--- config.mk ---
export PLATFORM = sky130hd
export DESIGN_NAME = winptr_ctrl
export DESIGN_NICKNAME = d
export VERILOG_FILES = /design/src/rtl/winptr_pkg.sv /design/src/rtl/winptr_opsel.sv /design/src/rtl/winptr_step.sv /design/src/rtl/winptr_maskprobe.sv /design/src/rtl/winptr_ctrl.sv
export SDC_FILE = /design/constraint.sdc
export NUM_CORES = 1
export LEC_CHECK = 0
export ABC_AREA = 1
export ABC_CLOCK_PERIOD_IN_PS = 4300
export CAP_MARGIN = 20
export CORE_UTILIZATION = 55
export DETAILED_ROUTE_END_ITERATION = 8
export DONT_BUFFER_PORTS = 1
export MAX_ROUTING_LAYER = met4
export PLACE_DENSITY = 0.76
export SETUP_SLACK_MARGIN = 0.3
export SLEW_MARGIN = 20
export SYNTH_ARGS = -nofsm -noshare
export SYNTH_HDL_FRONTEND = slang
export SYNTH_SLANG_ARGS = --single-unit
--- constraint.sdc ---
create_clock -name clk -period 4.3 [get_ports clk]
set_input_delay 0.43 -clock clk [delete_from_list [all_inputs] [get_ports clk]]
set_output_delay 0.43 -clock clk [all_outputs]
set_load 0.01 [all_outputs]
--- src/rtl/winptr_pkg.sv ---
// Package: shared encodings and status-word field positions for the
// window pointer controller. Assumes a 32-bit status word.
package winptr_pkg;

    typedef enum logic [1:0] {
        CAUSE_NONE = 2'd0,
        CAUSE_OVF  = 2'd1,
        CAUSE_UNF  = 2'd2,
        CAUSE_ILL  = 2'd3
    } trap_cause_e;

    typedef enum logic [2:0] {
        OP_IDLE    = 3'd0,
        OP_SAVE    = 3'd1,
        OP_RESTORE = 3'd2,
        OP_RETT    = 3'd3,
        OP_SRW     = 3'd4
    } win_op_e;

    localparam int SR_W        = 32;
    localparam int SR_CWP_W    = 5;
    localparam int SR_ET_BIT   = 5;
    localparam int SR_PS_BIT   = 6;
    localparam int SR_S_BIT    = 7;
    localparam int SR_PIL_LSB  = 8;
    localparam int SR_PIL_W    = 4;
    localparam int SR_EF_BIT   = 12;
    localparam int SR_ICC_LSB  = 20;
    localparam int SR_ICC_W    = 4;
    localparam int SR_VER_LSB  = 24;
    localparam int SR_VER_W    = 8;

endpackage

--- src/rtl/winptr_opsel.sv ---
// Module: priority encoder turning the four request strobes into one
// operation. Assumes strobes may overlap; save wins, then restore, then
// trap return, then status write.
module winptr_opsel
    import winptr_pkg::*;
(
    input  logic    save_req,
    input  logic    restore_req,
    input  logic    rett_req,
    input  logic    srw_req,
    output win_op_e op
);

    // Pick the single operation that acts this cycle.
    always_comb begin
        if (save_req)         op = OP_SAVE;
        else if (restore_req) op = OP_RESTORE;
        else if (rett_req)    op = OP_RETT;
        else if (srw_req)     op = OP_SRW;
        else                  op = OP_IDLE;
    end

endmodule

--- src/rtl/winptr_step.sv ---
// Module: neighbour windows of the current pointer with ring wrap-around.
// Assumes cur_idx is always below NWIN.
module winptr_step #(
    parameter int NWIN = 8,
    parameter int CW   = 3
) (
    input  logic [CW-1:0] cur_idx,
    output logic [CW-1:0] down_idx,
    output logic [CW-1:0] up_idx
);

    localparam logic [CW-1:0] TOP_IDX = CW'(NWIN - 1);

    // Downward step wraps from window 0 to the top window.
    always_comb begin
        if (cur_idx == '0) down_idx = TOP_IDX;
        else               down_idx = cur_idx - 1'b1;
    end

    // Upward step wraps from the top window to window 0.
    always_comb begin
        if (cur_idx == TOP_IDX) up_idx = '0;
        else                    up_idx = cur_idx + 1'b1;
    end

endmodule

--- src/rtl/winptr_maskprobe.sv ---
// Module: tests whether a window index is marked invalid. Built as a
// one-hot decode ANDed with the mask, then OR-reduced, so depth grows
// with log2(NWIN). Assumes idx below NWIN.
module winptr_maskprobe #(
    parameter int NWIN = 8,
    parameter int CW   = 3
) (
    input  logic [NWIN-1:0] mask,
    input  logic [CW-1:0]   idx,
    output logic            hit
);

    logic [NWIN-1:0] sel;

    // One decode term per window.
    for (genvar gi = 0; gi < NWIN; gi++) begin : g_win
        assign sel[gi] = mask[gi] & (idx == CW'(gi));
    end

    // Any guarded window selected means the target is invalid.
    assign hit = |sel;

endmodule

--- src/rtl/winptr_ctrl.sv ---
// Module: register window pointer controller (top). Holds the window
// pointer, the invalid mask and the privilege/interrupt status fields,
// executes save, restore, trap return and status write requests, and
// reports failures as a one-cycle trap pulse. Assumes 2 <= NWIN <= 32,
// synchronous active-low reset, and that all outputs are registered.
module winptr_ctrl
    import winptr_pkg::*;
#(
    parameter int               NWIN    = 8,
    parameter logic [7:0]       VERSION = 8'h3C
) (
    input  logic                clk,
    input  logic                rst_n,
    input  logic                save_req,
    input  logic                restore_req,
    input  logic                rett_req,
    input  logic                srw_req,
    input  logic [31:0]         srw_data,
    input  logic                mask_we,
    input  logic [NWIN-1:0]     mask_data,
    output logic [4:0]          cwp,
    output logic                trap_valid,
    output logic [1:0]          trap_cause,
    output logic                traps_en,
    output logic                sup,
    output logic                prev_sup,
    output logic [3:0]          pil,
    output logic [31:0]         sr_rdata
);

    localparam int CW = $clog2(NWIN);
    localparam logic [SR_CWP_W:0] NWIN_EXT = (SR_CWP_W + 1)'(NWIN);

    // Architectural state.
    logic [CW-1:0]       cwp_q,  cwp_d;
    logic                et_q,   et_d;
    logic                s_q,    s_d;
    logic                ps_q,   ps_d;
    logic [SR_PIL_W-1:0] pil_q,  pil_d;
    logic                ef_q,   ef_d;
    logic [SR_ICC_W-1:0] icc_q,  icc_d;
    logic [NWIN-1:0]     mask_q;
    logic                tv_q,   tv_d;
    trap_cause_e         cause_q, cause_d;

    win_op_e             op;
    logic [CW-1:0]       down_idx, up_idx;
    logic                down_bad, up_bad;
    logic [SR_CWP_W:0]   srw_fld;
    logic                srw_ok;

    winptr_opsel u_opsel (
        .save_req    (save_req),
        .restore_req (restore_req),
        .rett_req    (rett_req),
        .srw_req     (srw_req),
        .op          (op)
    );

    winptr_step #(.NWIN(NWIN), .CW(CW)) u_step (
        .cur_idx  (cwp_q),
        .down_idx (down_idx),
        .up_idx   (up_idx)
    );

    winptr_maskprobe #(.NWIN(NWIN), .CW(CW)) u_probe_down (
        .mask (mask_q),
        .idx  (down_idx),
        .hit  (down_bad)
    );

    winptr_maskprobe #(.NWIN(NWIN), .CW(CW)) u_probe_up (
        .mask (mask_q),
        .idx  (up_idx),
        .hit  (up_bad)
    );

    // Range test of the pointer field carried by a status write.
    assign srw_fld = {1'b0, srw_data[SR_CWP_W-1:0]};
    assign srw_ok  = (srw_fld < NWIN_EXT);

    // Next-state selection for the operation chosen this cycle.
    always_comb begin
        cwp_d   = cwp_q;
        et_d    = et_q;
        s_d     = s_q;
        ps_d    = ps_q;
        pil_d   = pil_q;
        ef_d    = ef_q;
        icc_d   = icc_q;
        tv_d    = 1'b0;
        cause_d = CAUSE_NONE;
        case (op)
            OP_SAVE: begin
                if (down_bad) begin
                    tv_d    = 1'b1;
                    cause_d = CAUSE_OVF;
                end else begin
                    cwp_d = down_idx;
                end
            end
            OP_RESTORE: begin
                if (up_bad) begin
                    tv_d    = 1'b1;
                    cause_d = CAUSE_UNF;
                end else begin
                    cwp_d = up_idx;
                end
            end
            OP_RETT: begin
                if (et_q) begin
                    tv_d    = 1'b1;
                    cause_d = CAUSE_ILL;
                end else begin
                    et_d = 1'b1;
                    if (up_bad) begin
                        tv_d    = 1'b1;
                        cause_d = CAUSE_UNF;
                    end else begin
                        cwp_d = up_idx;
                        s_d   = ps_q;
                    end
                end
            end
            OP_SRW: begin
                if (!srw_ok) begin
                    tv_d    = 1'b1;
                    cause_d = CAUSE_ILL;
                end else begin
                    cwp_d = srw_data[CW-1:0];
                    et_d  = srw_data[SR_ET_BIT];
                    ps_d  = srw_data[SR_PS_BIT];
                    s_d   = srw_data[SR_S_BIT];
                    pil_d = srw_data[SR_PIL_LSB +: SR_PIL_W];
                    ef_d  = srw_data[SR_EF_BIT];
                    icc_d = srw_data[SR_ICC_LSB +: SR_ICC_W];
                end
            end
            default: begin
                cwp_d = cwp_q;
            end
        endcase
    end

    // Status and pointer registers.
    always_ff @(posedge clk) begin
        if (!rst_n) begin
            cwp_q   <= '0;
            et_q    <= 1'b0;
            s_q     <= 1'b1;
            ps_q    <= 1'b0;
            pil_q   <= '0;
            ef_q    <= 1'b0;
            icc_q   <= '0;
            tv_q    <= 1'b0;
            cause_q <= CAUSE_NONE;
        end else begin
            cwp_q   <= cwp_d;
            et_q    <= et_d;
            s_q     <= s_d;
            ps_q    <= ps_d;
            pil_q   <= pil_d;
            ef_q    <= ef_d;
            icc_q   <= icc_d;
            tv_q    <= tv_d;
            cause_q <= cause_d;
        end
    end

    // Invalid-window mask register.
    always_ff @(posedge clk) begin
        if (!rst_n)       mask_q <= '0;
        else if (mask_we) mask_q <= mask_data;
    end

    // Packed status word readback.
    always_comb begin
        sr_rdata                                 = '0;
        sr_rdata[SR_CWP_W-1:0]                   = SR_CWP_W'(cwp_q);
        sr_rdata[SR_ET_BIT]                      = et_q;
        sr_rdata[SR_PS_BIT]                      = ps_q;
        sr_rdata[SR_S_BIT]                       = s_q;
        sr_rdata[SR_PIL_LSB +: SR_PIL_W]         = pil_q;
        sr_rdata[SR_EF_BIT]                      = ef_q;
        sr_rdata[SR_ICC_LSB +: SR_ICC_W]         = icc_q;
        sr_rdata[SR_VER_LSB +: SR_VER_W]         = VERSION;
    end

    // Output drive from state.
    assign cwp        = SR_CWP_W'(cwp_q);
    assign trap_valid = tv_q;
    assign trap_cause = cause_q;
    assign traps_en   = et_q;
    assign sup        = s_q;
    assign prev_sup   = ps_q;
    assign pil        = pil_q;

endmodule

### Word level (Yosys, flattened, before mapping)

Index checks and enable logic that the tools add are counted.

| storage, ports and cells | value |
|---|---|
| input bits | 47 |
| flip-flop bits (word level) | 26 |
| logic and storage cells | 90 |
| output and inout bits | 47 |

| cells by class | value |
|---|---|
| add/sub/neg operators | 2 |
| eq/ne operators | 23 |
| mux-type cells | 27 |
| order comparisons | 1 |
| reductions and logical operators | 11 |
| bitwise logic cells | 16 |

Operators with widths:

| kind | count |
|---|---|
| equality test 3 bit, second input constant | 10 |
| two-way mux 3 bit | 10 |
| equality test 3 x 2 -> 1 bit, second input constant | 6 |
| AND 1 bit | 16 |
| OR reduction 8 bit | 2 |
| one-hot mux 3 bit (4 select lines) | 1 |
| equality test 3 x 1 -> 1 bit, second input constant | 3 |
| zero test 3 bit | 3 |
| two-way mux 1 bit | 9 |
| != test 2 bit, second input constant | 4 |
| one-hot mux 2 bit (4 select lines) | 1 |
| AND reduction 4 bit | 2 |
| two-way mux 2 bit | 3 |
| < comparator 5 x 4 -> 1 bit, second input constant | 1 |
| one-hot mux 1 bit (2 select lines) | 2 |
| one-hot mux 1 bit (4 select lines) | 1 |
| AND reduction 2 bit | 2 |
| nonzero test 4 bit | 1 |
| adder 3 x 1 -> 3 bit, second input constant | 1 |
| subtractor 3 x 1 -> 3 bit, second input constant | 1 |
| nonzero test 2 bit | 1 |

### Longest topological paths before layout

Gate-level depths: netlist of run 1.

| depth | value |
|---|---|
| depth after elaboration | 8 |
| gate-level depth with buffers | 16 |
| depth with buffers taken out | 15 |

### Cells and area by module

A second synthesis of run 1 with hierarchy kept.

| unflattened totals | value |
|---|---|
| cell total of the unflattened synthesis | 250 |
| area, all modules | 1706.6 µm² |

By module, submodules not included:

| module | cells each | instances | area each (µm²) |
|---|---|---|---|
| winptr_ctrl | 182 | 1 | 1372.6 |
| winptr_maskprobe | 21 | 2 | 93.8 |
| winptr_step | 17 | 1 | 107.6 |
| winptr_opsel | 9 | 1 | 38.8 |

### Least setup slack after synthesis of run 1

No wires, ideal clock.

| path | value |
|---|---|
| path type | flip-flop to flip-flop |
| from | register cwp_q[0] |
| to | register tv_q, in the netlist trap_valid |
| setup time | 0.112 ns |
| cell stages (with the launch flop) | 16 |
| arrival time | 1.816 ns |
| required time | 4.188 ns |
| path slack | 2.371 ns |
| cells stage by stage | dfxtp_1 buf_6 inv_4 ha_1 buf_4 nand2_2 nor2_2 nand2_1 nand2_1 nor2_2 nand2_2 and2_4 nand3_1 nand3_2 nand2_2 nand2_1 |

| on the way | value |
|---|---|
| longest elaborated chain between the ends | 8 |

RTL lines:

| element | RTL line | text |
|---|---|---|
| start: declaration | winptr_ctrl.sv:35 | `logic [CW-1:0] cwp_q, cwp_d;` |
| start signal: assignment | winptr_ctrl.sv:158 | `cwp_q <= cwp_d;` |
| adder 3 x 1 -> 3 bit or equality test 3 bit (tied branches) | winptr_step.sv:23, winptr_step.sv:22 |  |
| two-way mux 3 bit | winptr_step.sv:22 | `if (cur_idx == TOP_IDX) up_idx = '0;` |
| equality test 3 x 1 -> 1 bit, or another cell as far along | winptr_maskprobe.sv:17 | `assign sel[gi] = mask[gi] & (idx == CW'(gi));` |
| AND 1 bit | winptr_maskprobe.sv:17 |  |
| OR reduction 8 bit | winptr_maskprobe.sv:21 | `assign hit = \|sel;` |
| two-way mux 1 bit | winptr_ctrl.sv:103, winptr_ctrl.sv:116 |  |
| two-way mux 1 bit | winptr_ctrl.sv:111 | `if (et_q) begin` |
| one-hot mux 1 bit (4 select lines) * | winptr_ctrl.sv:93 | `case (op)` |
| end signal: assignment | winptr_ctrl.sv:165 | `tv_q <= tv_d;` |
| end: declaration | winptr_ctrl.sv:43 | `logic tv_q, tv_d;` |

Every way passes the cells marked *; elsewhere a longest branch is shown, timed or not.
A chain may end at the register's enable or synchronous reset.

### Worst setup path after layout of run 1

| path | value |
|---|---|
| from | register cwp_q[0] |
| to | register cwp_q[0] |

| on the way | value |
|---|---|
| longest elaborated chain between the ends | 8 |

RTL lines:

| element | RTL line |
|---|---|
| adder 3 x 1 -> 3 bit or equality test 3 bit (tied branches) | winptr_step.sv:23, winptr_step.sv:22 |
| two-way mux 3 bit | winptr_step.sv:22 |
| equality test 3 x 1 -> 1 bit, or another cell as far along | winptr_maskprobe.sv:17 |
| AND 1 bit | winptr_maskprobe.sv:17 |
| OR reduction 8 bit | winptr_maskprobe.sv:21 |
| two-way mux 3 bit | winptr_ctrl.sv:103, winptr_ctrl.sv:116 |
| two-way mux 3 bit | winptr_ctrl.sv:111 |
| one-hot mux 3 bit (4 select lines) | winptr_ctrl.sv:93 |

Parallel ways exist; a longest one is shown, timed or not. The select of a mux whose other input is x is not followed.

==> qor.yml, run 1 <==
max_freq_ghz: 0.415
relSlewSlack_pct: 52.4
worst_pin_slew_ns: 0.713
postCtsHoldBufs: 0
finClkSkew_ns: 0.00944
dieArea_um2: 3370
core-area_um2: 2880
crit_fanout: 12
fp-row-count: 19
clk_latency_ns: 0.33
multi_input_area_um2: 905
synth_cell_types: 32
drv_slew: 0
finalCriticalPeriod_ns: 2.41
grt_pass1_vias: 1195
r2r-start: "cwp_q[0]"
n_antenna_cell: 0
required_ns: 4.59
yosys-top-cells-area: "dfxtp_1, buf_4, nor2_1, o21ai_0, nand2_1"
die_w_um: 58.1
violations: "design-rule violations"
ys_async_sr_fraction_pct: 0
place_congestion: 0.872
p_leak_nw: 0.797
grt-ovfl-total: 0
p_per_area_nw_per_um2: 622
hold_viol: 0
synth_top_area_share_pct: 30.1
synth_edf_count: 0
routed_via_density: 4.89
endpoint_kind: "flop"
setup_viol: 0
wire_per_inst_um: 11.3
p_seq_share_pct: 33.6
grt_use_total_pct: 19.0
power_w: 0.00102
intPower_w: 0.000555
crit_slowest_cell: "dfxtp_1"
vias: 1321
cp_common_cell: "nor2_2"
cts.repair.resized: 0
startpoint_type: "flop"
yosysWarnings: 0
n_fill_cell: 290
routed_wl_mm: 3.04
crit_chain: "ha_1, ha_1, inv_2, nand2_2, nor2_2, nand2_1, nand2_1, nor2_2, nand2_2, nand3_2, nand2_2, nor2_2, nor2_1, nor2_2"
slowest_delay_ns: 0.81
syn_area_um2: 1730
ant_nets: 0
hp-start: "rst_n"
p_sw_w: 0.000462
synth_top_area_cell: "dfxtp_1"
post_cts_buffers: 0
clkSinkCount: 26
cts_tree: "done"
ys_seq_area_share_pct: 30.1
first_pass_iters: 6
synth_seq_cells: 26
drv_cap: 0
drc: 5
ys.flop_type: "dfxtp_1"
fin_cells: 270
cp.arrival_ns: 2.70
io_pins: 94
ir_drop_v: 0.000289
cts.clk_slew.worst_paths_ns: 0.15
grt_max_degree: 27
drt-initial-drc-count: 33
portBuffers: 0
seqCellArea_um2: 520
final_util_pct: 56.8
cts_buffer_depth: 2
grt_pass1_wl_mm: 4.90
fp.dieH_um: 58.1
initial_utilization_pct: 60.1
status: "finished, violations left"
post-route-period-util_pct: 56.0
setup_tns_ns: 0
avgSynthCellArea_um2: 7.14
hp-class: "in2reg"
syn2layout_area_growth_pct: -5.43
clockRootBuffer: "clkbuf_4"
placedCellCount: 266
postSynthCellCount: 242
whs_ns: 0.171
swShare_pct: 45.4
clkPwrFrac_pct: 16.9
htreeDepth: 1
numCtsBuffers: 3
nets: 280
drive_gt1_share_pct: 18.9
startpoint: "cwp_q[0]"
pwr-share-comb_pct: 49.5
antenna_found_initial: 0
rsz0062_at_grt: "no"
dp_hpwl_mm: 2.34
critical_path_class: "reg2reg"
[routing by layer]
layer | global-route usage [%] | wire (um)
met4 | 4.08 | 0
met3 | 4.24 | 202
met5 | - | 0
met2 | 31.4 | 1400
met1 | 23.8 | 1440
[worst max-delay path, delay by kind of cell (launching register included)]
kind,cells,cell delay (ns)
adders and majority gates,2,0.57
buffers and inverters,1,0.05
DFF,1,0.81
and+or+nand+nor,11,0.94
[layout make-up]
class	instances	share of cell area [%]
clock buffer	3	1.38
clock inverter	1	1.84
inverter	25	5.90
multi-input combinational	172	55.4
sequential	26	31.9
tap	42	3.22
timing repair buffer	1	0.459
[sequential cells by signal, summed over array words and instances (netlist names)]
register    count
traps_en        1
mask_q          8
pil             4
ef_q            1
icc_q           4
trap_cause      2
cwp_q           3
trap_valid      1
sup             1
prev_sup        1
[Yosys cell counts, types with 5 or more instances]
library cell   n
a21oi_1        6
buf_4         31
dfxtp_1       26
inv_1         18
inv_2          5
nand2_1       24
nand2_2        7
nand3_1       16
nand4_1        5
nor2_1        41
nor2_2         9
o21ai_0       22
[per-stage QoR]
stage	setup slack, ns	instance area (um^2)
floorplan	2.37	1790
global placement	1.95	1580
detailed placement	1.93	1580
CTS	1.88	1630
global route	1.70	1630
finish	1.89	1630
[layout by cell type, fill, tap and decap left out, types with 6 or more instances in the layout]
master / netlist / routed
nor2_2: 9 / 9
nand3_1: 16 / 16
a21oi_1: 6 / 6
o21ai_0: 22 / 22
conb_1: 2 / 19
dfxtp_1: 26 / 26
inv_1: 18 / 18
nand2_2: 7 / 7
nand2_1: 24 / 24
nor2_1: 41 / 41
[kinds of logic (layout without fill, tap and decap cells)]
| logic type | Yosys count | in the layout | synth area share, % |
|---|---|---|---|
| and+or+nand+nor | 115 | 115 | 33.4 |
| buffers and inverters | 61 | 30 | 21.2 |
| AOI/OAI and AO/OA | 34 | 34 | 11.9 |
| DFF | 26 | 26 | 30.1 |
| adders and majority gates | 4 | 4 | 2.90 |
| other | 2 | 19 | 0.435 |
[power by group through the flow]
stage                     Clock, W  Sequential, W  Combinational, W
final                     0.000172       0.000342          0.000503
after global routing      0.000189       0.000350          0.000566
after CTS                 0.000177       0.000342          0.000509
after detailed placement         0       0.000348          0.000505
after global placement           0       0.000348          0.000497
after floorplan                  0       0.000314          0.000517
[final timing paths]
kind                    end  slack [ns]  depth (start not counted)
setup / recovery   cwp_q[0]        1.89                         14
hold / removal          sup        0.17                          1
setup reg to reg   cwp_q[0]        1.89                         14
hold reg to reg   mask_q[5]        0.50                          2
No activity file was read; power rests on OpenSTA's default activity.
==> run 2, diff against run 1 <==
Settings changed: ABC_CLOCK_PERIOD_IN_PS 4300 to 2100, PLACE_DENSITY 0.76 to 0.79.
Clock period 4.3 ns to 2.1 ns, I/O delays scaled along.
==> run 2 against run 1 <==
Against the previous run: final cell count up 9.6%; utilization up 11 points; non-clock buffer count up 26; critical endpoint is now cwp_q[1]; register-to-register slack worse by 1.6 ns; the run ends with design-rule violations, negative hold slack left; routed wire length up 20%; critical path type unchanged; clock skew down 0.0077 ns; sequential share of layout area down 5.0 points; worst hold slack worse by 0.22 ns; power up 130%; clock power up 79%; critical path depth unchanged.
==> qor.yml, run 2 (synthesis results as in run 1) <==
path_delay_family: "simple AND/OR/NAND/NOR gates"
max_freq_ghz: 0.543
setup_viol: 0
placed_cell_area_um2: 1620
crit_slowest_cell: "dfxtp_4"
fp.dieH_um: 58.1
largest-register: "mask_q"
fp-row-count: 19
cts_tree: "done"
rsz0062_at_grt: "yes"
drc: 4
p_per_area_nw_per_um2: 1190
drive_gt1_share_pct: 22.0
initial_utilization_pct: 60.1
layout_common_cells: "nor2_1, dfxtp_1, nand2_1"
nets: 306
endpoint_kind: "flop"
finalCriticalPeriod_ns: 1.84
reg2reg_depth: 14
status: "finished, violations left"
die_w_um: 58.1
clockRootBuffer: "clkbuf_4"
required_ns: 2.38
cts.clk_slew.worst_paths_ns: 0.15
htreeDepth: 1
hold_viol: 6
dieArea_um2: 3370
n_antenna_cell: 0
grt-ovfl-total: 0
path_depth: 14
grt_max_degree: 27
endpoint: "cwp_q[1]"
post-route-period-util_pct: 87.8
ant_nets: 0
crit_chain: "inv_6, ha_4, nand2_4, nor2_4, nand2_1, nand2_1, nor2_2, nand2_2, nand3_2, nand2_2, inv_2, nand3_1, nand2_1, nor2_2"
startpoint_type: "flop"
slowest_delay_ns: 0.51
clk_latency_ns: 0.33
grt_pass1_vias: 1307
hold_depth: 1
io_pins: 94
cp_num_buf_inv: 2
violations: "design-rule violations, negative hold slack"
drv_slew: 0
layout_commonest_cell: "nor2_1"
crit_fanout: 8
routed_wl_mm: 3.64
cp.arrival_ns: 2.13
largest_register_ffs: 8
ir_drop_v: 0.000726
wire_per_inst_um: 12.3
r2r-end: "cwp_q[1]"
cts_buffer_depth: 2
seqCellArea_um2: 526
antenna_found_initial: 0
whs_ns: -0.0499
numCtsBuffers: 3
vias: 1465
drt-initial-drc-count: 72
portBuffers: 0
rrSetupSlack_ns: 0.26
startpoint: "cwp_q[0]"
grt_use_total_pct: 20.8
cp_common_cell: "nand2_1"
multi_input_area_um2: 980
finClkSkew_ns: 0.00173
syn2layout_area_growth_pct: 13.1
core-area_um2: 2880
routed_via_density: 4.95
grt_pass1_wl_mm: 5.46
placedCellCount: 268
drv_cap: 0
hp-class: "in2reg"
critical_path_class: "reg2reg"
r2r-start: "cwp_q[0]"
setup_tns_ns: 0
first_pass_iters: 6
dp_hpwl_mm: 2.44
place_congestion: 0.835
final_area_um2: 1950
p_leak_nw: 0.883
n_fill_cell: 254
clkSinkCount: 26
fin_cells: 296
[run 2: how the worst min path moves through the flow]
stage / end / slack [ns] / start
floorplan: ef_q / 0.34 / srw_data[12]
global placement: sup / 0.30 / rst_n
detailed placement: sup / 0.30 / rst_n
CTS: sup / -0.05 / rst_n
global route: sup / -0.06 / rst_n
finish: sup / -0.05 / rst_n
[run 2: cell type report]
cell class / count / share of cell area [%]
multi-input cells: 172 / 50.1
well taps: 42 / 2.69
inverters: 25 / 5.19
repair buffers: 27 / 12.7
flip-flops and latches: 26 / 26.9
clock buffers: 4 / 2.43
[run 2: metrics by stage]
| stage | setup WS (ns) | util [%] | power (W) |
|---|---|---|---|
| 6_report | 0.257 | 67.9 | 0.00233 |
| 5_1_grt | 0.157 | 67.9 | 0.00250 |
| 4_1_cts | 0.299 | 63.7 | 0.00220 |
| 3_5_place_dp | 0.192 | 56.2 | 0.00185 |
| 3_3_place_gp | 0.216 | 56.2 | 0.00182 |
| 2_1_floorplan | 0.335 | - | 0.00177 |
[run 2: power breakdown]
group	total, W	internal (W)	switching, W
registers	0.000686	0.000568	0.000118
clock network	0.000308	0.000146	0.000163
logic	0.00134	0.000535	0.000806
[run 2: what timing repair did]
| action | in CTS | in global routing |
|---|---|---|
| hold endpoints to repair | 20 | 13 |
| hold buffers | 14 | 7 |
| setup buffers | 2 | 1 |
| endpoints found under the setup margin | 6 | 6 |
| pin swaps | 2 | 8 |
| gates resized for setup | 4 | 11 |
[run 2: per-layer routing]
metal | vias up | track usage [%] | routed length [um] | part of all wire, %
met5 | - | - | 0 | 0
met4 | 0 | 4.08 | 9 | 0.25
met3 | 2 | 5.36 | 289 | 7.9
met2 | 64 | 33.2 | 1730 | 48
met1 | 661 | 26.8 | 1610 | 44
li1 | 738 | - | - | -
==> run 3, diff against run 2 <==
Settings changed: RECOVER_POWER from default to 25, SLEW_MARGIN 20 to 5.
==> run 3 against run 2 <==
Against the previous run: largest power group unchanged; sequential power about the same; die area unchanged; combinational power about the same; worst setup slack about the same; the run still ends with design-rule violations, negative hold slack left; routed wire length about the same; worst hold slack about the same.
==> qor.yml, run 3 (synthesis results as in run 1) <==
fp-row-count: 19
layout_commonest_cell: "nor2_1"
grt_max_degree: 27
grt-ovfl-total: 0
nets: 306
layout_common_cells: "nor2_1, dfxtp_1, nand2_1"
p_per_area_nw_per_um2: 1200
grt_pass1_wl_mm: 5.46
setup_tns_ns: 0
drive_gt1_share_pct: 21.7
numCtsBuffers: 3
largest_register_ffs: 8
clkSinkCount: 26
max_freq_ghz: 0.543
core-area_um2: 2880
setup_viol: 0
n_antenna_cell: 0
cp.arrival_ns: 2.13
grt_use_total_pct: 20.8
place_congestion: 0.835
io_pins: 94
initial_utilization_pct: 60.1
clockRootBuffer: "clkbuf_4"
grt_pass1_vias: 1307
die_w_um: 58.1
hp-class: "in2reg"
routed_via_density: 4.96
htreeDepth: 1
status: "finished, violations left"
finClkSkew_ns: 0.00153
required_ns: 2.38
portBuffers: 0
wire_per_inst_um: 12.3
hold_viol: 6
p_leak_nw: 0.878
finalCriticalPeriod_ns: 1.84
fp.dieH_um: 58.1
critical_path_class: "reg2reg"
whs_ns: -0.0499
placedCellCount: 268
cts_buffer_depth: 2
crit_fanout: 8
dieArea_um2: 3370
vias: 1469
syn2layout_area_growth_pct: 12.9
rsz0062_at_grt: "yes"
routed_wl_mm: 3.64
dp_hpwl_mm: 2.44
fin_cells: 296
drt-initial-drc-count: 74
cts.clk_slew.worst_paths_ns: 0.15
drv_slew: 0
violations: "design-rule violations, negative hold slack"
ant_nets: 0
drv_cap: 0
antenna_found_initial: 0
largest-register: "mask_q"
cts_tree: "done"
post-route-period-util_pct: 87.8
endpoint_kind: "flop"
drc: 4
ir_drop_v: 0.000727
clk_latency_ns: 0.33
first_pass_iters: 6
startpoint_type: "flop"
run 3: stage by stage:
step           util (%)  worst slack, ns  total power (W)  instance area (um^2)  hold WS [ns]
4_1_cts            63.7            0.299          0.00220                  1830       -0.0471
5_1_grt            67.8            0.157          0.00250                  1950       -0.0624
2_1_floorplan         -            0.335          0.00177                  1820         0.345
6_report           67.8            0.257          0.00233                  1950       -0.0499
3_5_place_dp       56.2            0.192          0.00185                  1620         0.302
3_3_place_gp       56.2            0.216          0.00182                  1620         0.301
run 3: path summary, 6_finish.rpt:
path / slack, ns / endpoint / start / depth (start not counted)
setup / recovery: 0.26 / cwp_q[1] / cwp_q[0] / 14
hold / removal: -0.05 / sup / rst_n / 1
setup reg to reg: 0.26 / cwp_q[1] / cwp_q[0] / 14
hold reg to reg: 0.50 / mask_q[5] / mask_q[5] / 2
run 3: power breakdown:
group | switching (W) | internal, W | leakage, nW
combinational | 0.000805 | 0.000535 | 0.638
sequential | 0.000118 | 0.000568 | 0.214
clock | 0.000163 | 0.000146 | 0.0261
run 3: metal layers:
metal  vias to the layer above  share of wire [%]  track usage (%)
met5                         -                  0                -
met4                         0               0.25             4.08
met3                         2                8.0             5.36
met2                        64                 48             33.2
met1                       665                 44             26.8
li1                        738                  -                -
run 3: area by class of cell:
cell class	count	area, um^2
clock buffers	4	47.5
multi-input cells	172	980
fillers	256	926
inverters	25	101
repair buffers	27	244
well taps	42	52.6
flip-flops and latches	26	526
run 3: repair_timing:
item | in CTS | in global routing
endpoints found under the hold margin | 20 | 13
hold buffers | 14 | 7
setup endpoints to repair | 6 | 6
resized for setup | 4 | 11
pin swaps | 2 | 8
setup buffers | 2 | 1
run 3: worst max-delay path, cell delays in order, from the launching register on:
cell and delay [ns]:
dfxtp_4 0.51, inv_6 0.07, ha_4 0.34, nand2_4 0.09, nor2_4 0.10, nand2_1 0.06, nand2_1 0.08, nor2_2 0.05
nand2_2 0.06, nand3_2 0.08, nand2_2 0.11, inv_2 0.06, nand3_1 0.08, nand2_1 0.06, nor2_2 0.06
